--- src/rtl/txstat_pkg.sv ---
package txstat_pkg;
  localparam int NUM_CNT = 3;
  localparam int IDX_W   = $clog2(NUM_CNT);

  typedef enum logic [1:0] {
    OUT_NONE = 2'b00,
    OUT_GOOD = 2'b01,
    OUT_MAXCOL = 2'b10,
    OUT_LATECOL = 2'b11
  } outcome_e;

  typedef struct packed {
    logic             capture;
    logic             clearAll;
    logic [IDX_W-1:0] wordSel;
  } ctrlStrobes_t;
endpackage

--- src/rtl/txstat_ctrl.sv ---
module txstat_ctrl
  import txstat_pkg::*;
#(
  parameter int ADDR_W = 8
) (
  input  logic         clk,
  input  logic         rstN,
  input  logic         cmdValid,
  input  logic         cmdClear,
  output ctrlStrobes_t strobes,
  output logic         wrValid,
  output logic [ADDR_W-1:0] wrAddr,
  output logic         busy,
  output logic         done
);
  localparam logic [IDX_W-1:0] LAST_IDX = IDX_W'(NUM_CNT - 1);

  logic             busyQ;
  logic             doneQ;
  logic [IDX_W-1:0] idxQ;
  logic             accept;

  assign accept = cmdValid && !busyQ;

  always_ff @(posedge clk) begin
    if (!rstN) begin
      busyQ <= 1'b0;
      doneQ <= 1'b0;
      idxQ  <= '0;
    end else begin
      doneQ <= busyQ && (idxQ == LAST_IDX);
      if (accept) begin
        busyQ <= 1'b1;
        idxQ  <= '0;
      end else if (busyQ) begin
        if (idxQ == LAST_IDX) busyQ <= 1'b0;
        else                  idxQ  <= idxQ + 1'b1;
      end
    end
  end

  always_comb begin
    strobes.capture  = accept;
    strobes.clearAll = accept && cmdClear;
    strobes.wordSel  = idxQ;
  end

  assign wrValid = busyQ;
  assign wrAddr  = ADDR_W'({idxQ, 2'b00});
  assign busy    = busyQ;
  assign done    = doneQ;
endmodule

--- src/rtl/txstat_dp.sv ---
module txstat_dp
  import txstat_pkg::*;
#(
  parameter int CNT_W = 32
) (
  input  logic         clk,
  input  logic         rstN,
  input  logic         evtValid,
  input  logic [1:0]   evtCode,
  input  ctrlStrobes_t strobes,
  output logic [31:0]  wrData
);
  localparam logic [CNT_W-1:0] CNT_MAX = '1;

  logic [CNT_W-1:0] cntQ  [NUM_CNT];
  logic [CNT_W-1:0] snapQ [NUM_CNT];

  for (genvar i = 0; i < NUM_CNT; i++) begin : g_cnt
    logic hit;
    assign hit = evtValid && (evtCode == 2'(i + 1));

    always_ff @(posedge clk) begin
      if (!rstN) begin
        cntQ[i]  <= '0;
        snapQ[i] <= '0;
      end else begin
        if (strobes.capture) snapQ[i] <= cntQ[i];
        if (strobes.clearAll)
          cntQ[i] <= hit ? CNT_W'(1) : '0;
        else if (hit && cntQ[i] != CNT_MAX)
          cntQ[i] <= cntQ[i] + 1'b1;
      end
    end
  end

  always_comb begin
    wrData = '0;
    wrData[CNT_W-1:0] = snapQ[strobes.wordSel];
  end
endmodule

--- src/rtl/txstat_bank.sv ---
module txstat_bank
  import txstat_pkg::*;
#(
  parameter int CNT_W  = 32,
  parameter int ADDR_W = 8
) (
  input  logic              clk,
  input  logic              rstN,
  input  logic              evtValid,
  input  logic [1:0]        evtCode,
  input  logic              cmdValid,
  input  logic              cmdClear,
  output logic              wrValid,
  output logic [ADDR_W-1:0] wrAddr,
  output logic [31:0]       wrData,
  output logic              busy,
  output logic              done
);
  ctrlStrobes_t strobes;

  txstat_ctrl #(.ADDR_W(ADDR_W)) i_ctrl (
    .clk(clk), .rstN(rstN), .cmdValid(cmdValid), .cmdClear(cmdClear),
    .strobes(strobes), .wrValid(wrValid), .wrAddr(wrAddr),
    .busy(busy), .done(done)
  );

  txstat_dp #(.CNT_W(CNT_W)) i_dp (
    .clk(clk), .rstN(rstN), .evtValid(evtValid), .evtCode(evtCode),
    .strobes(strobes), .wrData(wrData)
  );
endmodule

--- config.mk ---
export PLATFORM = sky130hd
export DESIGN_NAME = txstat_bank
export DESIGN_NICKNAME = d
export VERILOG_FILES = /design/src/rtl/txstat_pkg.sv /design/src/rtl/txstat_ctrl.sv /design/src/rtl/txstat_dp.sv /design/src/rtl/txstat_bank.sv
export SDC_FILE = /design/constraint.sdc
export NUM_CORES = 1
export LEC_CHECK = 0
export ABC_AREA = 1
export BUFFER_PORTS_ARGS = -buffer_cell sky130_fd_sc_hd__buf_2
export CAP_MARGIN = 20
export CORE_MARGIN = 2
export CORE_UTILIZATION = 45
export CTS_CLUSTER_SIZE = 10
export DETAILED_ROUTE_END_ITERATION = 10
export SYNTH_ARGS = -nofsm -noshare
export SYNTH_HDL_FRONTEND = slang
export SYNTH_HIERARCHICAL = 1
export SYNTH_SLANG_ARGS = --single-unit
--- constraint.sdc ---
create_clock -name clk -period 2.2 [get_ports clk]
set_input_delay 0.11 -clock clk [delete_from_list [all_inputs] [get_ports clk]]
set_output_delay 0.11 -clock clk [all_outputs]
set_load 0.01 [all_outputs]
# == After elaboration in Yosys (flattened, before gate mapping) ==
# Memory sizes are Yosys's and may differ from the RTL's. A register that Yosys moved wholly into a read port is not among the register bits.
# Cells that the tools add are included.
# Widths: inputs -> output; s select.
# totals
register_bits,4
ram_bits,192
wordCells,75
mem_count,2
# memory_table
memory,words,width,rd,rd_ports_with_merged_regs,wr,line_no,rtl
i_dp.cntQ,3,32,3,0,3,txstat_dp.sv:15,logic [CNT_W-1:0] cntQ [NUM_CNT];
i_dp.snapQ,3,32,1,1,3,txstat_dp.sv:16,logic [CNT_W-1:0] snapQ [NUM_CNT];
# op_classes
n_addsub,4
eq_ne,7
muxes,36
bitwise,11
n_reduce_logical,12
# op_table
op,n
$mux 32,9
$add 32x1->32 const B,3
$ne 32x32->1 const B,3
$mux 1,25
$logic_and 1x1->1,9
$or 1x1->1,9
$eq 2x2->1 const B,3
$mux 2,2
$add 2x1->2 const B,1
$eq 2x1->1 const B,1
$not 1->1,2
$reduce_and 2->1,1
$reduce_or 2->1,1
$logic_not 1->1,1

# == Longest topological paths before layout ==
# depth
word_depth,8
ltp_mapped,9
depth_no_buf,9

# == By module ==
# The synthesis kept the hierarchy.
# by_module_without_submodules
module,instances,cells_each,area_each_um2,seq_area_each_um2
txstat_dp,1,1234,10259.8,5765.5
txstat_ctrl,1,35,256.5,80.1

# == Least setup slack after synthesis ==
# OpenSTA, ideal clock, no wires.
# synth_timing
path_kind,reg-to-reg
from,reg i_ctrl.busyQ (netlist: i_ctrl/busy)
to,mem i_dp.cntQ[0][0] (enable)
arrival_time_ns,2.052
setup_slack_ns,-0.241
stages_incl_launch_ff,10
n_path_buf,1
period_less_slack_ns,2.441
path_cell_list,dfxtp_1 -> inv_2 -> nand2_2 -> nor2_1 -> nor2_4 -> inv_2 -> nor4_2 -> nand2_2 -> buf_6 -> nand2_1
# synth_rtl
element,line_no,rtl
from (decl),txstat_ctrl.sv:18,logic busyQ;
from (signal assigned),txstat_ctrl.sv:27,busyQ <= 1'b0;
from (signal assigned),txstat_ctrl.sv:33,busyQ <= 1'b1;
from (signal assigned),txstat_ctrl.sv:36,if (idxQ == LAST_IDX) busyQ <= 1'b0;
to (decl),txstat_dp.sv:15,

==> run_summary.xml <==
<?xml version="1.0" encoding="UTF-8"?>
<metrics>
  <group name="layout">
    <metric name="layout.area.seq" unit="mm²">0.00585</metric>
    <metric name="layout.nets" unit="">1330</metric>
    <metric name="post_layout_util" unit="%">51.4</metric>
    <metric name="multi_input_comb_area" unit="mm²">0.00394</metric>
    <metric name="syn2layout_area_growth" unit="%">11.4</metric>
    <metric name="fillers" unit="">2214</metric>
    <metric name="antennaDiodeCount" unit="">0</metric>
    <metric name="drive_above_1_share" unit="%">9.83</metric>
  </group>
  <group name="grt">
    <metric name="grt_overflow_total" unit="">0</metric>
    <metric name="antenna_found_initial" unit="">0</metric>
    <metric name="grt_pass1_vias" unit="">7682</metric>
    <metric name="grt_start_max_net_pins" unit="">58</metric>
    <metric name="total_routing_usage_reported_by_global_routing" unit="%">22.3</metric>
    <metric name="global_route_wire_length_before_repair" unit="µm">41900</metric>
  </group>
  <group name="cts">
    <metric name="htreeDepth" unit="">4</metric>
    <metric name="numCtsBuffers" unit="">17</metric>
    <metric name="cts_buffer_depth" unit="">2</metric>
    <metric name="tritoncts_num_sinks" unit="">196</metric>
    <metric name="path_clk_slew" unit="ns">0.07</metric>
    <metric name="tritoncts" unit="">built</metric>
    <metric name="cts_setup_buffers" unit="">0</metric>
    <metric name="root_buffer" unit="">clkbuf_16</metric>
    <metric name="clock_insertion_delay_worst_skew" unit="ns">0.43</metric>
  </group>
  <group name="worst_setup_path">
    <metric name="cp.arrival" unit="ns">2.17</metric>
    <metric name="rr_worst_depth" unit="">9</metric>
    <metric name="crit-reg2reg-launch" unit="">i_dp/cntQ[1][1]</metric>
    <metric name="critical_path.max_fanout" unit="">19</metric>
    <metric name="critPathCaptureType" unit="">register</metric>
    <metric name="endpoint_of_the_most_critical_register_to_register_path" unit="">i_dp/cntQ[1][20]</metric>
    <metric name="setup_crit_start_kind" unit="">register</metric>
    <metric name="r2r_slack" unit="ns">0.21</metric>
    <metric name="crit_type" unit="">reg -&gt; reg</metric>
    <metric name="required" unit="ns">2.38</metric>
  </group>
  <group name="yosys">
    <metric name="async_reset_ff_share" unit="%">0</metric>
    <metric name="synth_top_area_share" unit="%">54.8</metric>
    <metric name="ys_seq_area_share" unit="%">55.6</metric>
    <metric name="yosys_warnings" unit="">6</metric>
    <metric name="ys_dominant_reg_cell" unit="">edfxtp_1</metric>
    <metric name="synth_edf_count" unit="">192</metric>
    <metric name="yosys.cell_types.count" unit="">30</metric>
    <metric name="synth_area_leaders" unit="">edfxtp_1, nand2_1, nor2_1</metric>
    <metric name="yosys_register_bits" unit="">196</metric>
    <metric name="post_synth_inst_count" unit="">1269</metric>
    <metric name="post-synth-top-count-cell" unit="">nand2_1</metric>
    <metric name="syn-cell-area" unit="mm²">0.0105</metric>
    <metric name="synth_top_cells_by_count" unit="">nand2_1, nor2_1, edfxtp_1, inv_1, a21oi_1</metric>
    <metric name="syn_avg_cell_area" unit="µm²">8.29</metric>
    <metric name="post-synth-top-area-cell" unit="">edfxtp_1</metric>
  </group>
  <group name="detailed_routing">
    <metric name="drt_pass1_iterations" unit="">5</metric>
    <metric name="detail-route-antenna-nets" unit="">0</metric>
    <metric name="viasPerCell" unit="">5.07</metric>
    <metric name="wl_per_cell" unit="µm">16.1</metric>
    <metric name="routed_vias" unit="">8333</metric>
    <metric name="drt_wl_total" unit="µm">26500</metric>
    <metric name="post-route-drc-count" unit="">0</metric>
    <metric name="detailedRoute.firstIterationViolations" unit="">754</metric>
  </group>
  <group name="min_path">
    <metric name="hold_start" unit="">evtValid</metric>
    <metric name="min_path_cells" unit="">3</metric>
    <metric name="hold_path.class" unit="">in -&gt; reg</metric>
    <metric name="hold-path-endpoint" unit="">i_dp/cntQ[1][0]</metric>
  </group>
  <group name="floorplanning">
    <metric name="fp.dieArea" unit="mm²">0.0246</metric>
    <metric name="core_area" unit="mm²">0.0228</metric>
    <metric name="die_height" unit="µm">157</metric>
    <metric name="pin_count" unit="">50</metric>
    <metric name="start_util" unit="%">46.2</metric>
    <metric name="die-width" unit="µm">157</metric>
    <metric name="core.rowCount" unit="">55</metric>
  </group>
  <group name="timing">
    <metric name="period_share" unit="%">90.6</metric>
    <metric name="totalNegativeSetupSlack" unit="ns">0</metric>
    <metric name="max_slew.worst_pin.slew" unit="ns">0.512</metric>
    <metric name="worst_slew_margin_rel" unit="%">65.9</metric>
    <metric name="timing.final.max_slew_violations" unit="">0</metric>
    <metric name="rsz0062_at_grt" unit="">false</metric>
    <metric name="fin_ws" unit="ns">0.207</metric>
    <metric name="final-hold-violation-count" unit="">0</metric>
    <metric name="fin_worst_hold_slack" unit="ns">0.105</metric>
    <metric name="max_freq" unit="MHz">502</metric>
    <metric name="timing.clock.skew" unit="ns">0.0125</metric>
    <metric name="final.min_clock_period" unit="ns">1.99</metric>
    <metric name="setup_violations_final" unit="">0</metric>
  </group>
  <group name="status">
    <metric name="status" unit="">completed</metric>
  </group>
  <group name="place">
    <metric name="port_buffers" unit="">43</metric>
    <metric name="dpl_worst_slack" unit="ns">0.152</metric>
    <metric name="finalWeightedCongestion" unit="">0.880</metric>
    <metric name="detailedPlacementHpwl" unit="µm">19800</metric>
  </group>
  <group name="pwr">
    <metric name="cellLeakagePower" unit="nW">4.34</metric>
    <metric name="sw_frac_of_total" unit="%">25.8</metric>
    <metric name="switching_power" unit="mW">2.16</metric>
    <metric name="power_density" unit="mW/mm²">714</metric>
    <metric name="p_clk_share" unit="%">35.2</metric>
    <metric name="internal_power" unit="mW">6.21</metric>
    <metric name="vdd_drop_max" unit="V">0.000508</metric>
    <metric name="p_seq_share" unit="%">54.4</metric>
    <metric name="combPwrFrac" unit="%">10.5</metric>
  </group>
  <group name="flow_run">
    <metric name="max-cap-violations" unit="">0</metric>
  </group>
</metrics>
[timing repair]
item	in CTS	in global routing
gates resized for setup	0	1
hold endpoints to repair	4	0
hold buffers	2	0
setup endpoints to repair	0	24
[power groups by stage]
stage,Clock [mW],Combinational [mW],Sequential (mW)
finish,2.94,0.876,4.55
global route,3.16,0.974,4.58
CTS,3.02,0.881,4.55
detailed placement,0,0.874,4.63
global placement,0,0.872,4.62
floorplan,0,0.554,4.57
[logic make-up (layout without fill, tap and decap cells)]
group | after synthesis | count (layout) | synth area share, %
simple gates | 742 | 742 | 28.5
flops | 196 | 196 | 55.6
buf+inv | 178 | 236 | 7.32
compound gates | 125 | 125 | 6.16
xor+xnor | 23 | 23 | 1.92
fa+ha+maj | 4 | 4 | 0.476
other cells | 1 | 6 | 0.0357
[per-stage QoR]
step	cell area (µm²)	power [mW]	instances
after global routing	11700	8.71	1645
after floorplan	10500	5.13	1274
final	11700	8.37	1645
after global placement	11100	5.50	1611
after detailed placement	11100	5.50	1611
after CTS	11700	8.45	1645
[layout make-up]
| cell class | count | share of cell area, % |
|---|---|---|
| Sequential cell | 196 | 49.9 |
| Timing Repair Buffer | 69 | 4.22 |
| Tap cell | 313 | 3.34 |
| Inverter | 135 | 4.32 |
| Clock inverter | 12 | 0.918 |
| Multi-Input combinational cell | 900 | 33.6 |
| Clock buffer | 20 | 3.73 |
[critical path, stage by stage, from the launching register on]
cell      delay, ns
edfxtp_1       0.40
ha_1           0.23
nand2_1        0.08
nor2_2         0.12
nand3_2        0.12
nor2_4         0.18
nand3_2        0.15
nand2_2        0.13
buf_4          0.25
nor2_1         0.08
[layout by cell type (no fill, tap or decap), drive strengths merged, types with 5 or more instances in the layout]
cell type	n
nor2	330
buf	67
inv	136
edfxtp	192
clkinv	6
nand2	337
nand3	62
a21oi	113
o21ai	10
nand4	5
xor2	22
clkbuf	20
conb	6
[state kept, by name, indices dropped and copies added, names as in the netlist]
signal / cells
i_ctrl/busy: 1
i_ctrl/done: 1
i_dp/cntQ: 96
i_dp/snapQ: 96
i_ctrl/idxQ: 2
[worst max path at each step]
stage                     from               end  slack, ns  cells after the start
4_1_cts        i_dp/cntQ[0][1]   i_dp/cntQ[0][4]       0.15                      9
3_5_place_dp   i_dp/cntQ[0][1]   i_dp/cntQ[0][4]       0.15                      9
6_report       i_dp/cntQ[1][1]  i_dp/cntQ[1][20]       0.21                      9
3_3_place_gp   i_dp/cntQ[1][1]  i_dp/cntQ[1][20]       0.21                      9
5_1_grt        i_dp/cntQ[1][1]   i_dp/cntQ[1][4]      0.009                      9
2_1_floorplan      i_ctrl/busy   i_dp/cntQ[0][0]       0.04                      9
[metal layers]
| layer | GRT usage [%] | up-vias | part of all wire [%] |
|---|---|---|---|
| li1 | - | 4174 | - |
| met1 | 33.0 | 3887 | 48 |
| met2 | 35.0 | 251 | 45 |
| met3 | 3.30 | 21 | 5.4 |
| met4 | 4.72 | 0 | 1.4 |
| met5 | 0 | - | 0 |
Power figures use the tool's default switching activity.
